===== src/rtl/vat_pkg.sv =====
package vat_pkg;

    localparam int VA_W   = 32;
    localparam int PG_W   = 22;   // page number in 1 KB units
    localparam int ASID_W = 8;
    localparam int EXC_W  = 12;

    typedef enum logic [1:0] {
        ACC_READ  = 2'd0,
        ACC_WRITE = 2'd1,
        ACC_FETCH = 2'd2
    } access_e;

    localparam logic [EXC_W-1:0] EXC_NONE     = 12'h000;
    localparam logic [EXC_W-1:0] EXC_MISS_RD  = 12'h040;
    localparam logic [EXC_W-1:0] EXC_MISS_WR  = 12'h060;
    localparam logic [EXC_W-1:0] EXC_FIRST_WR = 12'h080;
    localparam logic [EXC_W-1:0] EXC_PROT_RD  = 12'h0A0;
    localparam logic [EXC_W-1:0] EXC_PROT_WR  = 12'h0C0;
    localparam logic [EXC_W-1:0] EXC_ADDR_RD  = 12'h0E0;
    localparam logic [EXC_W-1:0] EXC_ADDR_WR  = 12'h100;
    localparam logic [EXC_W-1:0] EXC_MULTI    = 12'h140;

    typedef struct packed {
        logic              valid;
        logic              shared;
        logic              dirty;
        logic [1:0]        prot;
        logic [1:0]        size;
        logic [ASID_W-1:0] asid;
        logic [PG_W-1:0]   vpn;
        logic [PG_W-1:0]   ppn;
    } tlb_entry_t;

    typedef struct packed {
        logic [EXC_W-1:0] exc;
        logic [VA_W-1:0]  paddr;
        logic [2:0]       perm;   // read, write, execute
    } xlat_result_t;

    // Mask of the page-number bits that survive alignment to the page size
    function automatic logic [PG_W-1:0] page_mask(input logic [1:0] size);
        case (size)
            2'd0:    page_mask = {PG_W{1'b1}};
            2'd1:    page_mask = {{(PG_W-2){1'b1}}, 2'b0};
            2'd2:    page_mask = {{(PG_W-6){1'b1}}, 6'b0};
            default: page_mask = {{(PG_W-10){1'b1}}, 10'b0};
        endcase
    endfunction

    function automatic tlb_entry_t unpack_entry(input logic [31:0] hi,
                                                input logic [31:0] lo);
        tlb_entry_t e;
        e.vpn    = hi[31:10];
        e.asid   = hi[7:0];
        e.ppn    = lo[31:10];
        e.valid  = lo[8];
        e.prot   = lo[6:5];
        e.size   = lo[4:3];
        e.dirty  = lo[2];
        e.shared = lo[1];
        return e;
    endfunction

endpackage


===== src/rtl/vat_region.sv =====
module vat_region
    import vat_pkg::*;
(
    input  logic [VA_W-1:0] addr,
    input  logic            priv,
    output logic            fixed,
    output logic            addr_err,
    output logic [VA_W-1:0] fixed_paddr
);
    logic in_low_win;
    logic in_top_win;
    logic in_queue_win;

    always_comb begin
        in_low_win   = (addr[31:30] == 2'b10);
        in_top_win   = (addr[31:29] == 3'b111);
        in_queue_win = (addr[31:26] == 6'b111000);
        fixed        = in_low_win || in_top_win;
        addr_err     = fixed && !priv && !in_queue_win;
        fixed_paddr  = in_low_win ? {3'b000, addr[28:0]} : addr;
    end
endmodule


===== src/rtl/vat_repl_ctr.sv =====
module vat_repl_ctr #(
    parameter int ENTRIES = 16,
    parameter int CTR_W   = 6
) (
    input  logic             clk,
    input  logic             rst,
    input  logic             adv,
    input  logic [CTR_W-1:0] bound,
    output logic [CTR_W-1:0] cnt
);
    localparam logic [CTR_W:0] LAST = (CTR_W+1)'(ENTRIES - 1);

    logic [CTR_W:0] inc;
    logic           wrap;

    always_comb begin
        inc  = {1'b0, cnt} + 1'b1;
        wrap = ((bound != '0) && (inc > {1'b0, bound})) || (inc > LAST);
    end

    always_ff @(posedge clk) begin
        if (rst)      cnt <= '0;
        else if (adv) cnt <= wrap ? '0 : inc[CTR_W-1:0];
    end

    AST_CTR_IN_RANGE: assert property (@(posedge clk) disable iff (rst)
        {1'b0, cnt} <= LAST);
    AST_CTR_HOLDS: assert property (@(posedge clk) disable iff (rst)
        !adv |=> $stable(cnt));
endmodule


===== src/rtl/vat_tlb.sv =====
module vat_tlb
    import vat_pkg::*;
#(
    parameter int ENTRIES = 16,
    localparam int IDX_W  = $clog2(ENTRIES)
) (
    input  logic              clk,
    input  logic              rst,
    input  logic              wr_en,
    input  logic [IDX_W-1:0]  wr_idx,
    input  tlb_entry_t        wr_entry,
    input  logic [PG_W-1:0]   look_pg,
    input  logic [ASID_W-1:0] look_asid,
    input  logic              use_asid,
    output logic              any_hit,
    output logic              multi_hit,
    output tlb_entry_t        hit_entry
);
    tlb_entry_t         slots [ENTRIES];
    logic [ENTRIES-1:0] hit_vec;

    for (genvar i = 0; i < ENTRIES; i++) begin : g_slot
        logic [PG_W-1:0] m;
        logic            asid_ok;

        always_ff @(posedge clk) begin
            if (rst)
                slots[i].valid <= 1'b0;
            else if (wr_en && (wr_idx == IDX_W'(i)))
                slots[i] <= wr_entry;
        end

        always_comb begin
            m          = page_mask(slots[i].size);
            asid_ok    = slots[i].shared || !use_asid || (slots[i].asid == look_asid);
            hit_vec[i] = slots[i].valid && asid_ok &&
                         ((look_pg & m) == (slots[i].vpn & m));
        end
    end

    always_comb begin
        logic seen;
        seen      = 1'b0;
        multi_hit = 1'b0;
        hit_entry = '0;
        for (int i = 0; i < ENTRIES; i++) begin
            if (hit_vec[i]) begin
                multi_hit = multi_hit || seen;
                seen      = 1'b1;
                hit_entry = hit_entry | slots[i];
            end
        end
        any_hit = seen;
    end

    AST_MULTI_NEEDS_TWO: assert property (@(posedge clk) disable iff (rst)
        multi_hit |-> ($countones(hit_vec) > 1));
endmodule


===== src/rtl/vat_unit.sv =====
module vat_unit
    import vat_pkg::*;
#(
    parameter int ENTRIES = 16,
    parameter int CTR_W   = 6
) (
    input  logic        clk,
    input  logic        rst,
    input  logic        req_valid,
    input  logic [31:0] req_addr,
    input  logic [1:0]  req_kind,
    input  logic        priv,
    input  logic        xlat_en,
    input  logic        single_virt,
    input  logic [7:0]  cur_asid,
    input  logic [5:0]  repl_bound,
    input  logic        ld_en,
    input  logic [31:0] pte_hi,
    input  logic [31:0] pte_lo,
    output logic        rsp_valid,
    output logic [31:0] rsp_paddr,
    output logic [2:0]  rsp_perm,
    output logic [11:0] rsp_exc,
    output logic [31:0] fault_addr,
    output logic [21:0] pteh_vpn,
    output logic [5:0]  repl_idx
);
    localparam int IDX_W = $clog2(ENTRIES);

    logic            fixed, addr_err;
    logic [VA_W-1:0] fixed_paddr;
    logic            any_hit, multi_hit;
    tlb_entry_t      ent;
    logic            is_write, use_asid, tlb_go;
    logic [CTR_W-1:0] cnt;
    xlat_result_t    nxt;
    logic [PG_W-1:0] m;
    logic            unused_bits;

    assign unused_bits = ^{pte_hi[9:8], pte_lo[9], pte_lo[7], pte_lo[0]};

    vat_region u_region (
        .addr        (req_addr),
        .priv        (priv),
        .fixed       (fixed),
        .addr_err    (addr_err),
        .fixed_paddr (fixed_paddr)
    );

    vat_repl_ctr #(.ENTRIES(ENTRIES), .CTR_W(CTR_W)) u_ctr (
        .clk   (clk),
        .rst   (rst),
        .adv   (tlb_go),
        .bound (CTR_W'(repl_bound)),
        .cnt   (cnt)
    );

    vat_tlb #(.ENTRIES(ENTRIES)) u_tlb (
        .clk       (clk),
        .rst       (rst),
        .wr_en     (ld_en),
        .wr_idx    (cnt[IDX_W-1:0]),
        .wr_entry  (unpack_entry(pte_hi, pte_lo)),
        .look_pg   (req_addr[31:10]),
        .look_asid (cur_asid),
        .use_asid  (use_asid),
        .any_hit   (any_hit),
        .multi_hit (multi_hit),
        .hit_entry (ent)
    );

    assign repl_idx = 6'(cnt);

    always_comb begin
        is_write = (req_kind == ACC_WRITE);
        use_asid = !single_virt || !priv;
        tlb_go   = req_valid && !fixed && xlat_en;
        m        = page_mask(ent.size);
        nxt      = '0;
        if (fixed) begin
            if (addr_err) nxt.exc = is_write ? EXC_ADDR_WR : EXC_ADDR_RD;
            else begin
                nxt.paddr = fixed_paddr;
                nxt.perm  = 3'b111;
            end
        end else if (!xlat_en) begin
            nxt.paddr = {3'b000, req_addr[28:0]};
            nxt.perm  = 3'b111;
        end else if (!any_hit) begin
            nxt.exc = is_write ? EXC_MISS_WR : EXC_MISS_RD;
        end else if (multi_hit) begin
            nxt.exc = EXC_MULTI;
        end else if (!priv && !ent.prot[1]) begin
            nxt.exc = is_write ? EXC_PROT_WR : EXC_PROT_RD;
        end else if (is_write && !ent.prot[0]) begin
            nxt.exc = EXC_PROT_WR;
        end else if (is_write && !ent.dirty) begin
            nxt.exc = EXC_FIRST_WR;
        end else begin
            nxt.paddr = {ent.ppn & m, 10'b0} | (req_addr & {~m, 10'h3FF});
            nxt.perm  = {1'b1, ent.prot[0] && ent.dirty, 1'b1};
        end
    end

    always_ff @(posedge clk) begin
        if (rst) begin
            rsp_valid  <= 1'b0;
            rsp_paddr  <= '0;
            rsp_perm   <= '0;
            rsp_exc    <= '0;
            fault_addr <= '0;
            pteh_vpn   <= '0;
        end else begin
            rsp_valid <= req_valid;
            if (req_valid) begin
                rsp_paddr <= nxt.paddr;
                rsp_perm  <= nxt.perm;
                rsp_exc   <= nxt.exc;
                if (nxt.exc != EXC_NONE) begin
                    fault_addr <= req_addr;
                    if (nxt.exc != EXC_MULTI) pteh_vpn <= req_addr[31:10];
                end
            end
        end
    end

    AST_FAULT_LATCHES_ADDR: assert property (@(posedge clk) disable iff (rst)
        (rsp_valid && rsp_exc != 12'h0) |-> fault_addr == $past(req_addr));
    AST_MULTI_KEEPS_VPN: assert property (@(posedge clk) disable iff (rst)
        (rsp_valid && rsp_exc == 12'h140) |-> $stable(pteh_vpn));
    AST_WRITE_ONLY_OK: assert property (@(posedge clk) disable iff (rst)
        (rsp_valid && rsp_perm[1]) |-> rsp_exc == 12'h0);
    AST_FAULT_NO_PERM: assert property (@(posedge clk) disable iff (rst)
        (rsp_valid && rsp_exc != 12'h0) |-> (rsp_perm == 3'b0));
    AST_FIXED_NO_ADV: assert property (@(posedge clk) disable iff (rst)
        (req_valid && fixed) |=> $stable(repl_idx));
endmodule


===== config.mk =====
export PLATFORM = sky130hd
export DESIGN_NAME = vat_unit
export DESIGN_NICKNAME = d
export VERILOG_FILES = /design/src/rtl/vat_pkg.sv /design/src/rtl/vat_region.sv /design/src/rtl/vat_repl_ctr.sv /design/src/rtl/vat_tlb.sv /design/src/rtl/vat_unit.sv
export SDC_FILE = /design/constraint.sdc
export NUM_CORES = 1
export LEC_CHECK = 0
export ABC_AREA = 1
export ABC_CLOCK_PERIOD_IN_PS = 13300
export CAP_MARGIN = 30
export CORE_ASPECT_RATIO = 0.8
export CORE_MARGIN = 5
export CORE_UTILIZATION = 45
export DETAILED_ROUTE_END_ITERATION = 6
export DONT_BUFFER_PORTS = 1
export GPL_ROUTABILITY_DRIVEN = 0
export PLACE_DENSITY = 0.57
export SLEW_MARGIN = 20
export SYNTH_ARGS = -nofsm -noshare
export SYNTH_HDL_FRONTEND = slang
export SYNTH_HIERARCHICAL = 1
export SYNTH_SLANG_ARGS = --single-unit

===== constraint.sdc =====
create_clock -name clk -period 13.3 [get_ports clk]
set_input_delay 3.99 -clock clk [delete_from_list [all_inputs] [get_ports clk]]
set_output_delay 3.99 -clock clk [all_outputs]
set_load 0.01 [all_outputs]

# --- Yosys cells after proc, flatten, opt, wreduce, memory -nomap -nowiden ---
# Memory sizes are Yosys's and may differ from the RTL's.
# Cells that the tools add are included.
totals:
  reg_bits: 108
  mem_bits_rw: 944
  in_bits: 119
  out_inout_bits: 108
  wordCells: 450
  mem_count: 1
classes:
  add_sub_neg: 1
  n_lt_le_gt_ge: 2
  n_eq_ne: 86
  mux: 150
  n_bitwise: 67
  reduce_logical: 136
memory_table:
  columns: ["memory", "depth", "word_bits", "read_ports", "rd_clocked_by_memory_dff", "write_ports", "line", "source"]
  rows:
  - ["u_tlb.slots", 16, 59, 16, 0, 16, "vat_tlb.sv:19", "tlb_entry_t slots [ENTRIES];"]
op_table:
  columns: ["cell", "n"]
  rows:
  - ["57-bit 2-to-1 mux", 16]
  - ["57-bit bitwise OR", 15]
  - ["22-bit AND", 33]
  - ["10-bit case mux with 3 select lines", 17]
  - ["22-bit == test", 16]
  - ["35-bit 2-to-1 mux", 7]
  - ["8-bit == test", 16]
  - ["1-bit 2-to-1 mux", 97]
  - ["1-bit logical AND", 57]
  - ["1-bit logical OR", 49]
  - ["47-bit 2-to-1 mux", 1]
  - ["2-bit by 1-bit == test with 1-bit output (second input constant)", 18]
  - ["2-bit == test (second input constant)", 18]
  - ["9-bit 2-to-1 mux", 4]
  - ["2-bit zero test", 17]
  - ["32-bit AND", 1]
  - ["4-bit == test (second input constant)", 8]
  - ["32-bit 2-to-1 mux", 1]
  - ["32-bit bitwise OR", 1]
  - ["8-bit 2-to-1 mux", 3]
  - ["22-bit inverter", 1]
  - ["4-bit by 3-bit == test with 1-bit output (second input constant)", 4]
  - ["1-bit bitwise OR", 16]
  - ["12-bit 2-to-1 mux", 1]
  - ["16 further kinds", 25]

# --- Depth between registers and ports, before layout ---
# Gate-level depths: netlist of run 1.
depth:
  word_depth: 52
  mapped_depth: 34

# --- Hierarchy ---
# The synthesis of run 1 kept the hierarchy.
modules_own_cells:
  columns: ["module", "instances", "cells_each", "area_per_inst_um2", "seq_area_each_um2"]
  rows:
  - ["vat_tlb", 1, 3640, 42554.6, 28347.2]
  - ["vat_unit", 1, 625, 4280.4, 1861.8]
  - ["vat_repl_ctr", 1, 75, 480.5, 120.1]
  - ["vat_region", 1, 44, 291.5, 0.0]

# --- Least setup slack after synthesis of run 1 ---
# No wires, ideal clock.
synth_timing:
  kind: "input to register"
  start: "input port rst"
  end: "memory u_tlb/slots[0][295] (netlist name) (enable)"
  setup_time_ns: 0.545
  t_arrival_ns: 8.337
  required_ns: 12.755
  setup_slack_ns: 4.418
  path_stages: 3
  path_buffers: 2
  cell_sequence: "clkbuf_1 > clkbuf_1 > nor3_1"
synth_lines:
  columns: ["element", "line", "source"]
  rows:
  - ["start: declaration", "vat_unit.sv:8", "input logic rst,"]
  - ["end: declaration", "vat_tlb.sv:19", null]

==> metrics.md, run 1 <==
| Metric | Value |
|---|---|
| Status | `finished clean` |
| Die Span Y | `293 um` |
| Crit start category | `primary input` |
| Max Clk Rate | `124 MHz` |
| Post-cts gate resize count | `0` |
| Tcrit/Tclk final | `0.606` |
| Worst setup EP type | `register` |
| WL per Instance | `25.0 um` |
| Detailed-route via count | `28600` |
| Post-Layout Cell Count | `5221` |
| CTS Buf Count | `104` |
| Final setup fails | `0` |
| Pleak | `18.3 nW` |
| Worst endpoint required time | `13.91 ns` |
| Syn Inst Count | `3900` |
| Avg Synthesized Cell Area | `11.5 um^2` |
| Detailed Place HPWL | `78500 um` |
| Min Tclk post-route | `8.07 ns` |
| H-tree Lvls | `3` |
| Layout area overhead | `9.04%` |
| Drt drc | `0` |
| Reg2reg end | `fault_addr[18]` |
| Root Buffer | `clkbuf_16` |
| CTS Buffer Depth | `3` |
| Critical path type | `in -> reg` |
| Power Dens Cells | `139 nW/um^2` |
| Final core utilization | `0.496` |
| Yosys warns | `6` |
| Clk sinks | `1043` |
| Clock Latency Late Sink | `0.70 ns` |
| Worst Hold Class | `reg -> reg` |
| Core ar. | `99000 um^2` |
| Clock share of power | `0.437` |
| # diodes | `0` |
| GRT overflow | `0` |
| Initial antenna violation count | `3` |
| Max IR drop VDD | `0.102 mV` |
| Post-DR vias/cell | `5.49` |
| Port Buffers | `0` |
| DR iter-0 viols | `3070` |
| First-pass GRT wire length | `185000 um` |
| Final Hold Vio Count | `0` |
| Final net count | `3947` |
| Slack of the critical path | `5.23 ns` |
| Post-Route Skew | `0.0299 ns` |
| R2R depth | `28` |
| Initial Util | `0.454` |
| Worst slew pin tran | `1.02 ns` |
| Maxcap violations | `0` |
| Comb power frac | `0.029` |
| Post-Route Setup TNS | `0 ns` |
| Antenna-violating nets left | `0` |
| Worst hold path depth | `2` |
| Final Max Tran Viols | `0` |
| # Post-CTS Setup Buffers | `0` |
| Critical Path AT | `8.68 ns` |
| First drt pass iteration count | `6` |
| Dpl ws | `4.60 ns` |
| CTS tree | `done` |
| Vias in the first global route | `26600` |
| Hold Startpoint | `fault_addr[28]` |
| Sw Ratio | `0.209` |
| Die Wd | `363 um` |
| Worst setup path startpoint | `req_addr[20]` |
| Clock transition at path regs | `0.06 ns` |
| RSZ-0062 raised after global routing | `no` |
| Worst rel slew slack | `0.319` |
| WHS Endpoint | `fault_addr[28]` |
| Num ports | `227` |
| Sw power | `1.42 mW` |
| Layout cell share with drive strength beyond 1 | `0.0824` |
| Fillers | `8574` |
| Row count | `103` |
| Inst Count DP | `5024` |
| CP Max Fanout | `36` |
| Largest net degree at the start of global routing | `72` |
| Reg2reg start | `u_tlb/slots[0][274]` |
| Int Power | `5.39 mW` |
| Seq pwr share | `0.534` |
| # hold bufs at CTS | `0` |
| Power consumption | `6.81 mW` |
| Cell area after synthesis | `45000 um^2` |
| R2R Setup Slk | `8.38 ns` |
| Die area | `106000 um^2` |
| Wirelength, routed | `131000 um` |
| Gr usage total | `0.240` |
-- state kept, by name (all words and copies together) (netlist names) --
signal	flops
fault_addr	32
pteh_vpn	22
rsp_exc	4
rsp_paddr	32
rsp_perm	2
rsp_valid	1
u_ctr/cnt	6
u_tlb/slots	944
-- per-stage QoR --
step / instance area, um^2 / hold WS [ns]
floorplan: 45000 / 0.483
CTS: 49000 / 0.508
finish: 49000 / 0.508
detailed placement: 45500 / 0.497
global route: 49000 / 0.524
global placement: 45500 / 0.495
-- critical path, cell delays in order --
cell and delay (ns):
inv_2 0.35, o22ai_1 0.15, nor4_1 0.37, nand2_1 0.13
nor2_2 0.44, nand4_2 0.33, inv_2 0.74, nand2_1 0.10
nand3_1 0.12, nor3_1 0.07, nand2_1 0.28, nor2_4 0.09
nor2_4 0.13, nand2_1 0.07, nand2_2 0.07, nand2_4 0.26
nand2_2 0.63, nand2_1 0.11, a21oi_1 0.16
-- layer usage --
layer / global-route usage / vias to the layer above / wire length [um]
met3: 0.0655 / 217 / 13500
li1: - / 13200 / -
met4: 0.0630 / 4 / 3230
met5: 0 / - / 24
met2: 0.374 / 1197 / 59000
met1: 0.334 / 14000 / 54700
-- power by group through the flow --
stage               Sequential [mW]  Clock [mW]  Combinational [mW]
floorplan                      3.70           0               0.197
finish                         3.64        2.98               0.198
global route                   3.64        3.16               0.224
global placement               3.71           0               0.193
CTS                            3.64        3.03               0.198
detailed placement             3.71           0               0.197
-- how the worst max path moves through the flow --
stage	to	slack (ns)
3_5_place_dp	fault_addr[7]	4.60
3_3_place_gp	fault_addr[18]	4.70
5_1_grt	fault_addr[28]	4.80
6_report	fault_addr[18]	5.23
4_1_cts	fault_addr[7]	5.33
2_1_floorplan	u_tlb/slots[0][295]	4.42
-- layout by cell type (no fill, tap or decap), types with 6 or more instances in the layout --
master and instances:
a21boi_0 8, a21oi_1 115, a221oi_1 12, a22o_1 105, buf_4 38, bufinv_16 13
clkbuf_1 19, clkbuf_16 105, clkinv_1 21, clkinv_2 21, clkinvlp_4 8, conb_1 8
dfxtp_1 99, edfxtp_1 944, ha_1 7, inv_1 392, inv_2 32, mux2_2 9
nand2_1 913, nand2_2 9, nand3_1 158, nand3_2 8, nand4_1 72, nor2_1 210
nor2_2 6, nor2_4 21, nor3_1 91, nor4_1 11, o2111ai_1 9, o21ai_0 104
o21ai_1 9, o21bai_1 7, o22ai_1 58, o41ai_2 7, xnor2_1 102, xor2_1 83
-- final cells by class --
cell class                      count  area (um^2)  share of cell area
Sequential cell                  1043        30300               0.618
Multi-Input combinational cell   2200        11600               0.237
Clock buffer                      126         2720              0.0555
Tap cell                         1312         1640              0.0335
Inverter                          429         1620              0.0330
Clock inverter                     68          717              0.0146
Timing Repair Buffer               43          399             0.00814
Power figures use the tool's default switching activity.
==> run 2: changes to the inputs <==
--- a/config.mk
+++ b/config.mk
@@ -6,7 +6,7 @@
 export NUM_CORES = 1
 export LEC_CHECK = 0
 export ABC_AREA = 1
-export ABC_CLOCK_PERIOD_IN_PS = 13300
+export ABC_CLOCK_PERIOD_IN_PS = 7950
 export CAP_MARGIN = 30
 export CORE_ASPECT_RATIO = 0.8
 export CORE_MARGIN = 5
==> constraint.sdc (replaced) <==
create_clock -name clk -period 7.95 [get_ports clk]
set_input_delay 2.385 -clock clk [delete_from_list [all_inputs] [get_ports clk]]
set_output_delay 2.385 -clock clk [all_outputs]
set_load 0.01 [all_outputs]
==> metrics.md, run 2 (synthesized netlist as in run 1, its figures left out) <==
| Metric | Value |
|---|---|
| Port Buffers | `0` |
| First drt pass iteration count | `6` |
| Most common cell after layout, fill and taps aside | `edfxtp_1` |
| Final Hold Vio Count | `0` |
| Max IR drop VDD | `0.192 mV` |
| Die area | `106000 um^2` |
| # diodes | `0` |
| R2R depth | `28` |
| Detailed Place HPWL | `79100 um` |
| Most frequent cells in the layout | `edfxtp_1, nand2_1, inv_1` |
| Worst setup EP type | `register` |
| Footprint of the multi-input gates | `11600 um^2` |
| Power Dens Cells | `226 nW/um^2` |
| Placed inst area | `45600 um^2` |
| Final Max Tran Viols | `0` |
| Post-Layout Cell Count | `5219` |
| Final core utilization | `0.493` |
| Worst hold path depth | `2` |
| Core ar. | `99000 um^2` |
| Inst Count DP | `5027` |
| Largest net degree at the start of global routing | `72` |
| Detailed-route via count | `28800` |
| DR iter-0 viols | `3435` |
| R2R Setup Slk | `3.21 ns` |
| Root Buffer | `clkbuf_16` |
| Largest register FFs | `944` |
| Post-cts gate resize count | `0` |
| Seq. cell area | `30300 um^2` |
| Reg2reg start | `u_tlb/slots[0][150]` |
| Row count | `103` |
| Crit start category | `primary input` |
| Vias in the first global route | `26800` |
| # hold bufs at CTS | `0` |
| Max Clk Rate | `158 MHz` |
| Hold Startpoint | `fault_addr[0]` |
| Worst slew pin tran | `1.02 ns` |
| Maxcap violations | `0` |
| Biggest regs | `u_tlb/slots: 944 flops, fault_addr: 32 flops, rsp_paddr: 32 flops` |
| Clock Latency Late Sink | `0.70 ns` |
| Drt drc | `0` |
| Layout cell share with drive strength beyond 1 | `0.0796` |
| Critical Path AT | `6.97 ns` |
| RSZ-0062 raised after global routing | `no` |
| # Post-CTS Setup Buffers | `0` |
| Post-Route Skew | `0.0250 ns` |
| Final setup fails | `0` |
| Die Span Y | `293 um` |
| Wirelength, routed | `130000 um` |
| Post-DR vias/cell | `5.51` |
| Critical path type | `in -> reg` |
| Initial Util | `0.454` |
| Tcrit/Tclk final | `0.798` |
| First-pass GRT wire length | `187000 um` |
| Reg2reg end | `fault_addr[19]` |
| Final net count | `3948` |
| Gr usage total | `0.241` |
| CTS Buffer Depth | `3` |
| Layout area overhead | `8.41%` |
| Die Wd | `363 um` |
| Clock transition at path regs | `0.07 ns` |
| WL per Instance | `24.9 um` |
| CP Max Fanout | `36` |
| Post-Route Setup TNS | `0 ns` |
| Reg with most FFs | `u_tlb/slots` |
| Antenna-violating nets left | `0` |
| Pleak | `18.2 nW` |
| GRT overflow | `0` |
| Hold WS | `0.508 ns` |
| Clk sinks | `1043` |
| Worst Hold Class | `reg -> reg` |
| WHS Endpoint | `fault_addr[0]` |
| Worst rel slew slack | `0.321` |
| CTS tree | `done` |
| Min Tclk post-route | `6.34 ns` |
| Num ports | `227` |
| Worst endpoint required time | `8.57 ns` |
| H-tree Lvls | `3` |
| Final Cell Area | `48800 um^2` |
| Fillers | `8743` |
| Status | `finished clean` |
| CTS Buf Count | `103` |
| Initial antenna violation count | `5` |
## run 2: changes by cell type in the layout (fill, tap and decap cells not counted), moves of 4 or more
cell | before | now
clkinvlp_4 | 8 | 4
clkbuf_1 | 19 | 34
clkinv_1 | 21 | 15
clkbuf_8 | 1 | 7
bufinv_16 | 13 | 2
## run 2: power breakdown
group	leakage [nW]	switching (mW)	internal [mW]	total [mW]
combinational	7.29	0.213	0.116	0.329
clock	1.53	2.07	2.53	4.59
sequential	9.34	0.0525	6.03	6.09
## run 2: worst max-delay path by stage
| stage | start | end | slack, ns | cells after the start |
|---|---|---|---|---|
| floorplan | rst | u_tlb/slots[0][295] | 0.67 | 3 |
| global placement | req_addr[14] | fault_addr[16] | 1.04 | 26 |
| detailed placement | req_addr[14] | fault_addr[20] | 1.0 | 26 |
| CTS | req_addr[14] | fault_addr[18] | 1.72 | 26 |
| global route | req_addr[14] | fault_addr[19] | 1.17 | 26 |
| finish | req_addr[14] | fault_addr[18] | 1.61 | 26 |
## run 2: worst max-delay path: stages
cell and delay (ns):
clkinv_1 0.47, o21ai_0 0.35, nor2_1 0.08, nand3_1 0.13
nand2_1 0.08, nand3_2 0.17, inv_2 0.34, nor2_1 0.25
nand4_1 0.11, nand2_1 0.07, nand3_1 0.08, nor2_1 0.10
nand3_1 0.08, nor2_1 0.14, nand3_1 0.10, nor2_1 0.10
nand3_1 0.21, inv_1 0.10, nand2_1 0.12, nor2_4 0.13
nand2_1 0.07, nand2_2 0.07, nand2_4 0.26, nand2_2 0.63
nand2_1 0.11, a21oi_1 0.15
## run 2: final cells by class
cell class	instances	share of cell area
repair buffers	45	0.00831
inverters	429	0.0332
multi-input cells	2200	0.239
clock inverters	46	0.00675
clock buffers	144	0.0575
flip-flops and latches	1043	0.622
well taps	1312	0.0337
## run 2: metal layers
metal,part of all wire,routed length [um],global-route usage,vias to the layer above
met1,0.43,55400,0.342,14200
met5,0,0,0,-
li1,-,-,-,13200
met2,0.46,59700,0.383,1219
met4,0.022,2930,0.0562,0
met3,0.093,12100,0.0536,181
## run 2: metrics by stage
stage | total power [mW] | worst slack, ns
5_1_grt | 11.4 | 1.17
3_3_place_gp | 6.52 | 1.04
6_report | 11.0 | 1.61
4_1_cts | 11.1 | 1.72
2_1_floorplan | 6.52 | 0.673
3_5_place_dp | 6.53 | 0.996
